===== src/rtl/post_selftest_pkg.sv =====
package post_selftest_pkg;

    localparam int DATA_W   = 16;
    localparam int NUM_PAT  = 6;
    localparam int IDX_W    = $clog2(NUM_PAT);
    localparam int CODE_W   = 5;
    localparam int CODE_WALK  = 16;
    localparam int CODE_CLEAR = 17;

    typedef enum logic [4:0] {
        ST_START,
        ST_FLAG_ZERO,
        ST_FLAG_NZ,
        ST_MARK_BEGIN,
        ST_PAT_WR,
        ST_PAT_RD,
        ST_PAT_CHK_REG,
        ST_PAT_CHK_HOLD,
        ST_WALK_WR,
        ST_WALK_RD,
        ST_WALK_CHK,
        ST_CLR_RD,
        ST_CLR_CHK,
        ST_CLR_WR,
        ST_PASS,
        ST_DONE,
        ST_SHOW_GO,
        ST_SHOW_WAIT,
        ST_HOLD_GO,
        ST_HOLD_WAIT,
        ST_REBOOT,
        ST_HALT
    } seq_state_t;

    typedef enum logic [2:0] {
        PW_IDLE,
        PW_CLR,
        PW_WAIT,
        PW_INC,
        PW_FIN
    } pw_state_t;

    function automatic logic [DATA_W-1:0] test_pattern(input logic [IDX_W-1:0] idx);
        logic [DATA_W-1:0] v;
        unique case (idx)
            3'd0:    v = 16'h0000;
            3'd1:    v = 16'h0055;
            3'd2:    v = 16'h00AA;
            3'd3:    v = 16'hAA00;
            3'd4:    v = 16'h5500;
            default: v = 16'hFF00;
        endcase
        return v;
    endfunction

    function automatic logic [CODE_W-1:0] reg_fault_code(input logic [IDX_W-1:0] idx);
        return CODE_W'(4) + CODE_W'({idx, 1'b0});
    endfunction

    function automatic logic [CODE_W-1:0] hold_fault_code(input logic [IDX_W-1:0] idx);
        return CODE_W'(5) + CODE_W'({idx, 1'b0});
    endfunction

endpackage


===== src/rtl/sweep_addr_ctr.sv =====
module sweep_addr_ctr #(
    parameter int ADDR_W   = 8,
    parameter int SWEEP_LO = 16
) (
    input  logic              clk,
    input  logic              rst_n,
    input  logic              load,
    input  logic              step,
    output logic [ADDR_W-1:0] addr,
    output logic              last
);
    localparam logic [ADDR_W-1:0] LO_VAL  = ADDR_W'(SWEEP_LO);
    localparam logic [ADDR_W-1:0] TOP_VAL = {ADDR_W{1'b1}};

    always_ff @(posedge clk or negedge rst_n) begin
        if (!rst_n) begin
            addr <= LO_VAL;
        end else if (load) begin
            addr <= LO_VAL;
        end else if (step) begin
            addr <= addr + 1'b1;
        end
    end

    assign last = (addr == TOP_VAL);
endmodule


===== src/rtl/panel_pulse_writer.sv =====
module panel_pulse_writer
    import post_selftest_pkg::*;
#(
    parameter int PANEL_DLY = 5
) (
    input  logic              clk,
    input  logic              rst_n,
    input  logic              start,
    input  logic [CODE_W-1:0] code,
    output logic              pulse_clr,
    output logic              pulse_inc,
    output logic              finished
);
    localparam int DLY_W = (PANEL_DLY > 0) ? $clog2(PANEL_DLY + 1) : 1;

    pw_state_t         st, nxt;
    logic [CODE_W-1:0] remain;
    logic              dly_zero;

    generate
        if (PANEL_DLY > 0) begin : g_dly
            logic [DLY_W-1:0] dly;
            always_ff @(posedge clk or negedge rst_n) begin
                if (!rst_n) begin
                    dly <= '0;
                end else if (st == PW_CLR || st == PW_INC) begin
                    dly <= DLY_W'(PANEL_DLY);
                end else if (st == PW_WAIT && dly != '0) begin
                    dly <= dly - 1'b1;
                end
            end
            assign dly_zero = (dly == '0);
        end else begin : g_nodly
            assign dly_zero = 1'b1;
        end
    endgenerate

    always_ff @(posedge clk or negedge rst_n) begin
        if (!rst_n) begin
            st <= PW_IDLE;
        end else begin
            st <= nxt;
        end
    end

    always_ff @(posedge clk or negedge rst_n) begin
        if (!rst_n) begin
            remain <= '0;
        end else if (st == PW_IDLE && start) begin
            remain <= code;
        end else if (st == PW_INC) begin
            remain <= remain - 1'b1;
        end
    end

    always_comb begin
        nxt = st;
        unique case (st)
            PW_IDLE: if (start) nxt = PW_CLR;
            PW_CLR:  nxt = PW_WAIT;
            PW_WAIT: if (dly_zero) nxt = (remain == '0) ? PW_FIN : PW_INC;
            PW_INC:  nxt = PW_WAIT;
            PW_FIN:  nxt = PW_IDLE;
            default: nxt = PW_IDLE;
        endcase
    end

    always_comb begin
        pulse_clr = (st == PW_CLR);
        pulse_inc = (st == PW_INC);
        finished  = (st == PW_FIN);
    end
endmodule


===== src/rtl/fault_hold_timer.sv =====
module fault_hold_timer #(
    parameter int HOLD_INNER = 24576,
    parameter int HOLD_OUTER = 256
) (
    input  logic clk,
    input  logic rst_n,
    input  logic start,
    output logic expired
);
    localparam int IN_W  = (HOLD_INNER > 1) ? $clog2(HOLD_INNER) : 1;
    localparam int OUT_W = (HOLD_OUTER > 1) ? $clog2(HOLD_OUTER) : 1;

    logic [IN_W-1:0]  inner;
    logic [OUT_W-1:0] outer;
    logic             busy;

    always_ff @(posedge clk or negedge rst_n) begin
        if (!rst_n) begin
            inner <= '0;
            outer <= '0;
            busy  <= 1'b0;
        end else if (start) begin
            inner <= IN_W'(HOLD_INNER - 1);
            outer <= OUT_W'(HOLD_OUTER - 1);
            busy  <= 1'b1;
        end else if (busy) begin
            if (inner != '0) begin
                inner <= inner - 1'b1;
            end else if (outer != '0) begin
                outer <= outer - 1'b1;
                inner <= IN_W'(HOLD_INNER - 1);
            end else begin
                busy <= 1'b0;
            end
        end
    end

    assign expired = busy && (inner == '0) && (outer == '0);
endmodule


===== src/rtl/post_selftest_seq.sv =====
module post_selftest_seq
    import post_selftest_pkg::*;
#(
    parameter int ADDR_W     = 8,
    parameter int SWEEP_LO   = 16,
    parameter int PANEL_DLY  = 5,
    parameter int HOLD_INNER = 24576,
    parameter int HOLD_OUTER = 256
) (
    input  logic              clk,
    input  logic              rst_n,
    output logic              rf_we,
    output logic              rf_re,
    output logic [ADDR_W-1:0] rf_addr,
    output logic [DATA_W-1:0] rf_wdata,
    input  logic [DATA_W-1:0] rf_rdata,
    output logic              hold_ld,
    input  logic [DATA_W-1:0] hold_q,
    output logic [DATA_W-1:0] alu_operand,
    input  logic              alu_zero,
    output logic              panel_clr,
    output logic              panel_inc,
    output logic              done,
    output logic              reboot
);
    localparam logic [ADDR_W-1:0] SCRATCH   = ADDR_W'(SWEEP_LO);
    localparam logic [DATA_W-1:0] NZ_OPER   = 16'h00FF;
    localparam logic [IDX_W-1:0]  LAST_PAT  = IDX_W'(NUM_PAT - 1);

    seq_state_t        st, nxt;
    logic [IDX_W-1:0]  pat_idx;
    logic [CODE_W-1:0] fault_code, fault_code_nxt;
    logic [DATA_W-1:0] cur_pat;
    logic [ADDR_W-1:0] sw_addr;
    logic [DATA_W-1:0] sw_data;
    logic              sw_last, sw_load, sw_step;
    logic              pw_start, pw_clr, pw_inc, pw_fin;
    logic              hold_start, hold_expired;
    logic              seq_clr, seq_inc;
    logic              pat_adv;

    assign cur_pat = test_pattern(pat_idx);
    assign sw_data = DATA_W'(sw_addr);

    sweep_addr_ctr #(
        .ADDR_W   (ADDR_W),
        .SWEEP_LO (SWEEP_LO)
    ) u_addr (
        .clk   (clk),
        .rst_n (rst_n),
        .load  (sw_load),
        .step  (sw_step),
        .addr  (sw_addr),
        .last  (sw_last)
    );

    panel_pulse_writer #(
        .PANEL_DLY (PANEL_DLY)
    ) u_panel (
        .clk       (clk),
        .rst_n     (rst_n),
        .start     (pw_start),
        .code      (fault_code),
        .pulse_clr (pw_clr),
        .pulse_inc (pw_inc),
        .finished  (pw_fin)
    );

    fault_hold_timer #(
        .HOLD_INNER (HOLD_INNER),
        .HOLD_OUTER (HOLD_OUTER)
    ) u_hold (
        .clk     (clk),
        .rst_n   (rst_n),
        .start   (hold_start),
        .expired (hold_expired)
    );

    // state register
    always_ff @(posedge clk or negedge rst_n) begin
        if (!rst_n) begin
            st <= ST_START;
        end else begin
            st <= nxt;
        end
    end

    // step bookkeeping: pattern index and captured fault code
    always_ff @(posedge clk or negedge rst_n) begin
        if (!rst_n) begin
            pat_idx    <= '0;
            fault_code <= '0;
        end else begin
            if (pat_adv) pat_idx <= pat_idx + 1'b1;
            if (nxt == ST_SHOW_GO) fault_code <= fault_code_nxt;
        end
    end

    // next state
    always_comb begin
        nxt            = st;
        fault_code_nxt = fault_code;
        sw_load        = 1'b0;
        sw_step        = 1'b0;
        pat_adv        = 1'b0;
        unique case (st)
            ST_START:      nxt = ST_FLAG_ZERO;
            ST_FLAG_ZERO:  nxt = alu_zero ? ST_FLAG_NZ : ST_HOLD_GO;
            ST_FLAG_NZ:    nxt = alu_zero ? ST_HOLD_GO : ST_MARK_BEGIN;
            ST_MARK_BEGIN: nxt = ST_PAT_WR;
            ST_PAT_WR:     nxt = ST_PAT_RD;
            ST_PAT_RD:     nxt = ST_PAT_CHK_REG;
            ST_PAT_CHK_REG: begin
                if (rf_rdata == cur_pat) begin
                    nxt = ST_PAT_CHK_HOLD;
                end else begin
                    nxt            = ST_SHOW_GO;
                    fault_code_nxt = reg_fault_code(pat_idx);
                end
            end
            ST_PAT_CHK_HOLD: begin
                if (hold_q != cur_pat) begin
                    nxt            = ST_SHOW_GO;
                    fault_code_nxt = hold_fault_code(pat_idx);
                end else if (pat_idx == LAST_PAT) begin
                    nxt     = ST_WALK_WR;
                    sw_load = 1'b1;
                end else begin
                    nxt     = ST_PAT_WR;
                    pat_adv = 1'b1;
                end
            end
            ST_WALK_WR:    nxt = ST_WALK_RD;
            ST_WALK_RD:    nxt = ST_WALK_CHK;
            ST_WALK_CHK: begin
                if (rf_rdata != sw_data) begin
                    nxt            = ST_SHOW_GO;
                    fault_code_nxt = CODE_W'(CODE_WALK);
                end else if (sw_last) begin
                    nxt     = ST_CLR_RD;
                    sw_load = 1'b1;
                end else begin
                    nxt     = ST_WALK_WR;
                    sw_step = 1'b1;
                end
            end
            ST_CLR_RD:     nxt = ST_CLR_CHK;
            ST_CLR_CHK: begin
                if (rf_rdata != sw_data) begin
                    nxt            = ST_SHOW_GO;
                    fault_code_nxt = CODE_W'(CODE_CLEAR);
                end else begin
                    nxt = ST_CLR_WR;
                end
            end
            ST_CLR_WR: begin
                if (sw_last) begin
                    nxt = ST_PASS;
                end else begin
                    nxt     = ST_CLR_RD;
                    sw_step = 1'b1;
                end
            end
            ST_PASS:       nxt = ST_DONE;
            ST_DONE:       nxt = ST_DONE;
            ST_SHOW_GO:    nxt = ST_SHOW_WAIT;
            ST_SHOW_WAIT:  if (pw_fin) nxt = ST_HOLD_GO;
            ST_HOLD_GO:    nxt = ST_HOLD_WAIT;
            ST_HOLD_WAIT:  if (hold_expired) nxt = ST_REBOOT;
            ST_REBOOT:     nxt = ST_HALT;
            ST_HALT:       nxt = ST_HALT;
            default:       nxt = ST_HALT;
        endcase
    end

    // outputs
    always_comb begin
        rf_we       = 1'b0;
        rf_re       = 1'b0;
        rf_addr     = sw_addr;
        rf_wdata    = '0;
        hold_ld     = 1'b0;
        alu_operand = '0;
        seq_clr     = 1'b0;
        seq_inc     = 1'b0;
        pw_start    = 1'b0;
        hold_start  = 1'b0;
        done        = 1'b0;
        reboot      = 1'b0;
        unique case (st)
            ST_START:      seq_clr = 1'b1;
            ST_FLAG_NZ:    alu_operand = NZ_OPER;
            ST_MARK_BEGIN: seq_inc = 1'b1;
            ST_PAT_WR: begin
                rf_we    = 1'b1;
                rf_addr  = SCRATCH;
                rf_wdata = cur_pat;
                hold_ld  = 1'b1;
            end
            ST_PAT_RD: begin
                rf_re   = 1'b1;
                rf_addr = SCRATCH;
            end
            ST_PAT_CHK_REG, ST_PAT_CHK_HOLD: rf_addr = SCRATCH;
            ST_WALK_WR: begin
                rf_we    = 1'b1;
                rf_wdata = sw_data;
            end
            ST_WALK_RD, ST_CLR_RD: rf_re = 1'b1;
            ST_CLR_WR:     rf_we = 1'b1;
            ST_PASS:       seq_inc = 1'b1;
            ST_DONE:       done = 1'b1;
            ST_SHOW_GO:    pw_start = 1'b1;
            ST_HOLD_GO:    hold_start = 1'b1;
            ST_REBOOT:     reboot = 1'b1;
            default:       ;
        endcase
        panel_clr = seq_clr | pw_clr;
        panel_inc = seq_inc | pw_inc;
    end
endmodule


===== config.mk =====
export PLATFORM = sky130hd
export DESIGN_NAME = post_selftest_seq
export DESIGN_NICKNAME = d
export VERILOG_FILES = /design/src/rtl/post_selftest_pkg.sv /design/src/rtl/sweep_addr_ctr.sv /design/src/rtl/panel_pulse_writer.sv /design/src/rtl/fault_hold_timer.sv /design/src/rtl/post_selftest_seq.sv
export SDC_FILE = /design/constraint.sdc
export NUM_CORES = 1
export LEC_CHECK = 0
export BUFFER_PORTS_ARGS = -buffer_cell sky130_fd_sc_hd__buf_2
export CELL_PAD_IN_SITES_DETAIL_PLACEMENT = 0
export CELL_PAD_IN_SITES_GLOBAL_PLACEMENT = 2
export CORE_UTILIZATION = 36
export CTS_CLUSTER_DIAMETER = 120
export DETAILED_ROUTE_END_ITERATION = 10
export HOLD_SLACK_MARGIN = 0.03
export PLACE_DENSITY = 0.84
export SYNTH_ARGS = -nofsm -noshare
export SYNTH_HDL_FRONTEND = slang
export SYNTH_SLANG_ARGS = --single-unit

===== constraint.sdc =====
create_clock -name clk -period 3.5 [get_ports clk]
set_input_delay 0.7 -clock clk [delete_from_list [all_inputs] [get_ports clk]]
set_output_delay 0.7 -clock clk [all_outputs]
set_load 0.05 [all_outputs]

==> results.md, run 1 <==
* Max VDD drop at 0.000206 V
* Mux contribution to synthesized area at 3.66%
* Antenna Nets Post-Route at 0
* Setup crit start kind: register
* Setup Crit Path Kind: reg -> out
* HP Class: reg -> reg
* CTS tree: yes
* Clock buffer depth at 2
* FF+latch count, synth at 56
* Worst path bufs/invs at 2
* Detailed-route wire length at 9990 um
* Lkg Pwr at 2.27 nW
* Commonest cells after routing, fill and taps aside: buf_2, dfrtp_1, nor2_1, nand2_1, a21oi_1
* Clk_lat worst skew at 290 ps
* CP Capture Type: output pin
* Die height at 109 um
* Status: finished, final reports clean
* Slew HR at 50.6%
* Core ar. at 11,000 um^2
* Port Buffers at 73
* Synth top area share at 33.5%
* Non-Filler Instances at 670
* Max-slew violations at 0
* DP HPWL at 7480 um
* Hold Buf Count CTS at 0
* Post-synthesis adder-cell area fraction at 4.27%
* Pwr/cell area at 276 nW/um^2
* Synthesized area per cell at 8.66 um^2
* Die area at 11,800 um^2
* Largest net degree at the start of global routing at 57
* Gr usage total at 17.9%
* Primary flip-flop cell chosen by synthesis mapping: dfrtp_1
* Synth async-reset ratio at 100%
* Post-synthesis sequential area ratio at 34.2%
* Fmax at 331 MHz
* Number of global-route vias before repair at 3,416
* CTS clk-pin slew, worst paths at 70 ps
* Area growth syn-to-layout at 13.3%
* DR DRC count at 0
* Data arrival time of the worst path at 2330 ps
* Most common cell after layout, fill and taps aside: buf_2
* Simple-gate share of the synthesized area at 29.3%
* CP dominant cell by count: nor2b_1
* Post-CTS resize count at 0
* Inst Count DP at 662
* Slowest-stage cell, CP: dfrtp_1
* DR pass1 iterations at 4
* Max-cap violations at 0
* Die Width at 109 um
* First-pass GRT wire length at 16,700 um
* Min Tclk post-route at 3030 ps
* Netlist cell types at 70
* Unrepaired setup endpoints after global routing: no
* Initial antenna violation count at 0
* Std-Cell Rows at 38
* Synth area leaders: dfrtp_1, ha_1, buf_4
* Final Net Count at 578
* Antenna cell count at 0
* Post-Synth XOR/XNOR Area at 5.55%
* Htree depth at 2
* CTS root buf: clkbuf_16
* Post-synth top area cell: dfrtp_1
* Post-CTS setup buffer count at 0
* Number of buffers created by CTS at 5
* Cells after synthesis at 474
* Period utilisation layout at 86.4%
* Least-Margin Pin Slew at 740 ps
* EDFF count, synth at 0
* Fin Clk Skew at 6.28 ps
* Largest family of logic cells by synthesized area: simple AND/OR/NAND/NOR gates
* Finish-stage setup viols at 0
* Synth Warn # at 0
* Worst Path Max Fanout at 13
* DR WL/cell at 14.9 um
* Vias/cell at 5.34
* Filler Cell Count at 1,086
* CP max stage delay at 580 ps
* 1st-iter DRT viols at 173
* Synth Area in Compound Gates at 15.2%
* Layout cells sized above 1 at 21.5%
* Setup TNS at 0 ps
* CTS sink cnt at 56
* Delay-heaviest family, CP: simple AND/OR/NAND/NOR gates
* Final GP Congestion at 0.782
* Gr ovfl total at 0
* Mapped cell area at 4110 um^2
* Critical path cell sequence: nor2b_1 -> nor2b_1 -> buf_4 -> nand2_1 -> nor2_1 -> a21o_1 -> buf_2
* Critical Path RT at 2800 ps
* Initial Util at 37.4%
* Vias post-DR at 3,580
* Pwr Total at 1.29 mW
* Final Hold Vio Count at 0
* I/O pins at 82
* Hold slack final at 496 ps
## worst register-to-register path, stage by stage (launching register included)
cell	delay (ps)
dfrtp_1	430
inv_1	120
ha_1	260
o21bai_1	150
a21oi_1	280
mux2i_1	460
nor3_1	140
nor3_2	400
mux2_2	390
## layout make-up
type                            instances  area [um^2]  area share [%]
Clock buffer                            6          129            2.77
Clock inverter                          2         35.0           0.753
Inverter                               22         82.6            1.78
Multi-Input combinational cell        364         2410            51.8
Sequential cell                        56         1400            30.2
Tap cell                              140          175            3.77
Timing Repair Buffer                   80          418            8.99
## state kept, by name, indices dropped and copies added, names as in the netlist
register / count
u_panel.remain: 5
u_panel.g_dly.dly: 3
u_hold.inner: 15
pat_idx: 3
u_hold.outer: 8
u_hold.busy: 1
st: 5
u_addr.addr: 8
u_panel.st: 3
fault_code: 5
## Yosys cell counts, types with 11 or more instances
cell type,count
a21o_1,11
a21oi_1,23
buf_4,22
clkbuf_1,15
dfrtp_1,55
ha_1,14
inv_1,22
nand2_1,38
nand2b_1,13
nand3_1,21
nor2_1,40
nor2b_1,13
nor3_1,14
o21ai_0,20
xnor2_1,15
xor2_1,11
## logic make-up (layout without fill, tap and decap cells)
group,count (synthesis),in the layout
multiplexers,14,14
buffers and inverters,61,110
adder cells (fa/ha/maj),14,14
flip-flops,56,56
AND/OR/NAND/NOR,210,210
AO/OA/AOI/OAI,92,92
other,1,8
XOR/XNOR,26,26
## layer usage
layer	track usage (%)	vias to the layer above	wire [um]
met2	31.5	78	4920
met3	2.75	7	319
li1	-	1781	-
met5	0	-	0
met1	23.0	1714	4630
met4	4.34	0	118
## worst paths after layout
kind | from | endpoint | slack (ps) | cells past startpoint
worst min-delay path | fault_code[0]$_DFFE_PN0P_ | u_panel.remain[0]$_DFFE_PN0P_ | 500 | 2
min in group asynchronous | rst_n | u_hold.outer[3]$_DFFE_PN0P_ | 540 | 2
worst max-delay path | st[2]$_DFF_PN0_ | rf_wdata[4] | 470 | 7
worst max register to register | pat_idx[1]$_DFFE_PN0P_ | fault_code[2]$_DFFE_PN0P_ | 760 | 8
worst min register to register | fault_code[0]$_DFFE_PN0P_ | u_panel.remain[0]$_DFFE_PN0P_ | 500 | 2
max in group asynchronous | rst_n | st[4]$_DFF_PN0_ | 2460 | 2
## power breakdown
| part | switching [mW] | internal [mW] | total (mW) |
|---|---|---|---|
| clock | 0.232 | 0.337 | 0.570 |
| sequential | 0.00000384 | 0.647 | 0.647 |
| combinational | 0.0491 | 0.0203 | 0.0694 |
## stage by stage
stage	worst slack [ps]	utilization, %	area (um^2)
final	475	42.3	4650
after global routing	201	42.3	4650
after CTS	451	42.3	4650
after detailed placement	681	40.9	4490
after global placement	719	40.9	4490
after floorplan	556	-	4130
Power figures use the tool's default switching activity.
==> run 2, diff against run 1 <==
CAP_MARGIN = 10   (was not set)
PLACE_DENSITY = not set   (was 0.84)
PLACE_DENSITY_LB_ADDON = 0.1   (was not set)
==> run 2 against run 1 <==
Largest cell class unchanged. Critical endpoint is now rf_wdata[7]. Fmax increased by 1.2%. Clock power decreased by 9.5%. Clock-buffer cell count increased by 2. Sequential cell count unchanged. Power decreased by 3.9%. First-iteration DRC count increased by 23%. Sequential power about the same. Critical path type unchanged. Via count decreased by 0.81%. Global-route usage increased by 0.14 points.
==> results.md, run 2 (synthesis results as in run 1) <==
* Commonest cells after routing, fill and taps aside: buf_2, dfrtp_1, nor2_1, nand2_1, a21oi_1 (unchanged)
* Non-Filler Instances at 670 (unchanged)
* CP dominant cell by count: nor2b_1 (unchanged)
* Max-slew violations at 0 (unchanged)
* Fmax at 335 MHz (was 331 MHz)
* Final Net Count at 578 (unchanged)
* Worst r2r src: pat_idx[1]$_DFFE_PN0P_ (unchanged)
* Post-CTS resize count at 0 (unchanged)
* Antenna cell count at 0 (unchanged)
* Largest Register: u_hold.inner (unchanged)
* CTS sink cnt at 56 (unchanged)
* Vias post-DR at 3,551 (was 3,580)
* Slew HR at 58.7% (was 50.6%)
* Fin Clk Skew at 3.13 ps (was 6.28 ps)
* Antenna Nets Post-Route at 0 (unchanged)
* Setup TNS at 0 ps (unchanged)
* Delay-heaviest family, CP: simple AND/OR/NAND/NOR gates (unchanged)
* Detailed-route wire length at 10,100 um (was 9990 um)
* FF+latch area at 1400 um^2 (unchanged)
* Max-cap violations at 0 (unchanged)
* Pwr/cell area at 266 nW/um^2 (was 276 nW/um^2)
* Die height at 109 um (unchanged)
* Area growth syn-to-layout at 13.2% (was 13.3%)
* Place WS at 546 ps (was 681 ps)
* Number of buffers created by CTS at 5 (unchanged)
* Capture point of the worst reg-to-reg path: fault_code[1]$_DFFE_PN0P_ (was fault_code[2]$_DFFE_PN0P_)
* Inst Count DP at 661 (was 662)
* HP Class: in -> async (was reg -> reg)
* Vias/cell at 5.30 (was 5.34)
* Critical path cell sequence: nor2b_1 -> nor2b_1 -> buf_4 -> nand2_1 -> nor2_1 -> a21o_1 -> buf_2 (unchanged)
* Gr ovfl total at 0 (unchanged)
* Largest net degree at the start of global routing at 47 (was 57)
* Slowest-stage cell, CP: dfrtp_1 (unchanged)
* I/O pins at 82 (unchanged)
* Initial Util at 37.4% (unchanged)
* Final Hold Vio Count at 0 (unchanged)
* Worst path bufs/invs at 2 (unchanged)
* DR WL/cell at 15.0 um (was 14.9 um)
* Post-CTS setup buffer count at 0 (unchanged)
* Initial antenna violation count at 0 (unchanged)
* Reg2Reg Depth at 8 (unchanged)
* Least-Margin Pin Slew at 620 ps (was 740 ps)
* 1st-iter DRT viols at 213 (was 173)
* R2R Setup Slk at 740 ps (was 760 ps)
* Number of global-route vias before repair at 3,358 (was 3,416)
* Std-Cell Rows at 38 (unchanged)
* DR DRC count at 0 (unchanged)
* CTS tree: yes (unchanged)
* Worst setup margin at 512 ps (was 475 ps)
* Data arrival time of the worst path at 2290 ps (was 2330 ps)
* Setup crit start kind: register (unchanged)
* CTS clk-pin slew, worst paths at 70 ps (about the same)
* Unrepaired setup endpoints after global routing: no (unchanged)
* Clk_lat worst skew at 290 ps (about the same)
* Htree depth at 2 (unchanged)
* Clock buffer depth at 2 (unchanged)
* Min Tclk post-route at 2990 ps (was 3030 ps)
* CTS root buf: clkbuf_16 (unchanged)
* Port Buffers at 73 (unchanged)
* Max VDD drop at 0.000163 V (was 0.000206 V)
* Layout cells sized above 1 at 21.3% (was 21.5%)
* First-pass GRT wire length at 16,700 um (about the same)
* CP Capture Type: output pin (unchanged)
* CP max stage delay at 560 ps (was 580 ps)
* Fin area at 4650 um^2 (about the same)
* Area of the multi-input gates at 2410 um^2 (unchanged)
* Period utilisation layout at 85.4% (was 86.4%)
* Filler Cell Count at 1,076 (was 1,086)
* Number of flip-flops in the largest register at 15 (unchanged)
* DR pass1 iterations at 5 (was 4)
* Most common cell after layout, fill and taps aside: buf_2 (unchanged)
* Final GP Congestion at 0.793 (was 0.782)
* Pwr Total at 1.23 mW (was 1.29 mW)
* Finish-stage setup viols at 0 (unchanged)
* Setup Crit Path Kind: reg -> out (unchanged)
* Die area at 11,800 um^2 (unchanged)
* Core ar. at 11,000 um^2 (unchanged)
* Critical Path RT at 2800 ps (about the same)
* Die Width at 109 um (unchanged)
* Lkg Pwr at 2.26 nW (was 2.27 nW)
* Status: finished, final reports clean (unchanged)
* Placed cell areas at 4480 um^2 (was 4490 um^2)
* Hold Buf Count CTS at 0 (unchanged)
* DP HPWL at 7570 um (was 7480 um)
* Gr usage total at 18.1% (was 17.9%)
* Largest registers: u_hold.inner x15, u_addr.addr x8, u_hold.outer x8 (unchanged)
* Worst Path Max Fanout at 13 (unchanged)
## run 2: cell types whose count changed in the layout (fill, tap and decap cells not counted)
cell and change:
clkinv_2 -1, buf_12 +1, buf_4 -1, bufinv_16 -1, clkbuf_8 +1, clkbuf_1 +1
## run 2: where the power goes
part / switching, mW / internal [mW]
clock network: 0.230 / 0.287
logic: 0.0496 / 0.0226
registers: 0.00000346 / 0.647
## run 2: per-stage QoR
step / hold slack (ps) / util, %
2_1_floorplan: 404 / -
3_3_place_gp: 457 / 40.8
3_5_place_dp: 467 / 40.8
4_1_cts: 493 / 42.1
5_1_grt: 440 / 42.3
6_report: 395 / 42.3
## run 2: layout make-up
type                       count  share of cell area, %
sequential                    56                   30.2
tap                          140                   3.77
multi-input combinational    364                   51.8
timing repair buffer          80                   9.26
inverter                      22                   1.78
clock buffer                   8                   3.15
## run 2: per-layer routing
layer  share of wire [%]  vias to the layer above  track usage, %
met3                 4.5                        8            2.93
met5                   0                        -               0
met1                  46                     1668            23.3
met2                  48                       97            31.0
met4                 1.3                        0            5.31
li1                    -                     1778               -
## run 2: how the worst max path moves through the flow
stage                           endpoint  slack (ps)  cells past startpoint             from
2_1_floorplan               rf_wdata[10]         560                      6  st[2]$_DFF_PN0_
3_3_place_gp   fault_code[0]$_DFFE_PN0P_         510                      7      rf_rdata[9]
3_5_place_dp   fault_code[0]$_DFFE_PN0P_         550                      7      rf_rdata[9]
4_1_cts                      rf_wdata[7]         480                      7  st[2]$_DFF_PN0_
5_1_grt                      rf_wdata[1]         260                      7  st[2]$_DFF_PN0_
6_report                     rf_wdata[7]         510                      7  st[2]$_DFF_PN0_
## run 2: worst reg2reg max path, delay by kind of cell, from the launching register on
family,cells,cell delay (ps)
buf+inv,1,120
compound gates,2,490
mux,2,850
flops,1,440
simple gates,2,520
fa+ha+maj,1,230
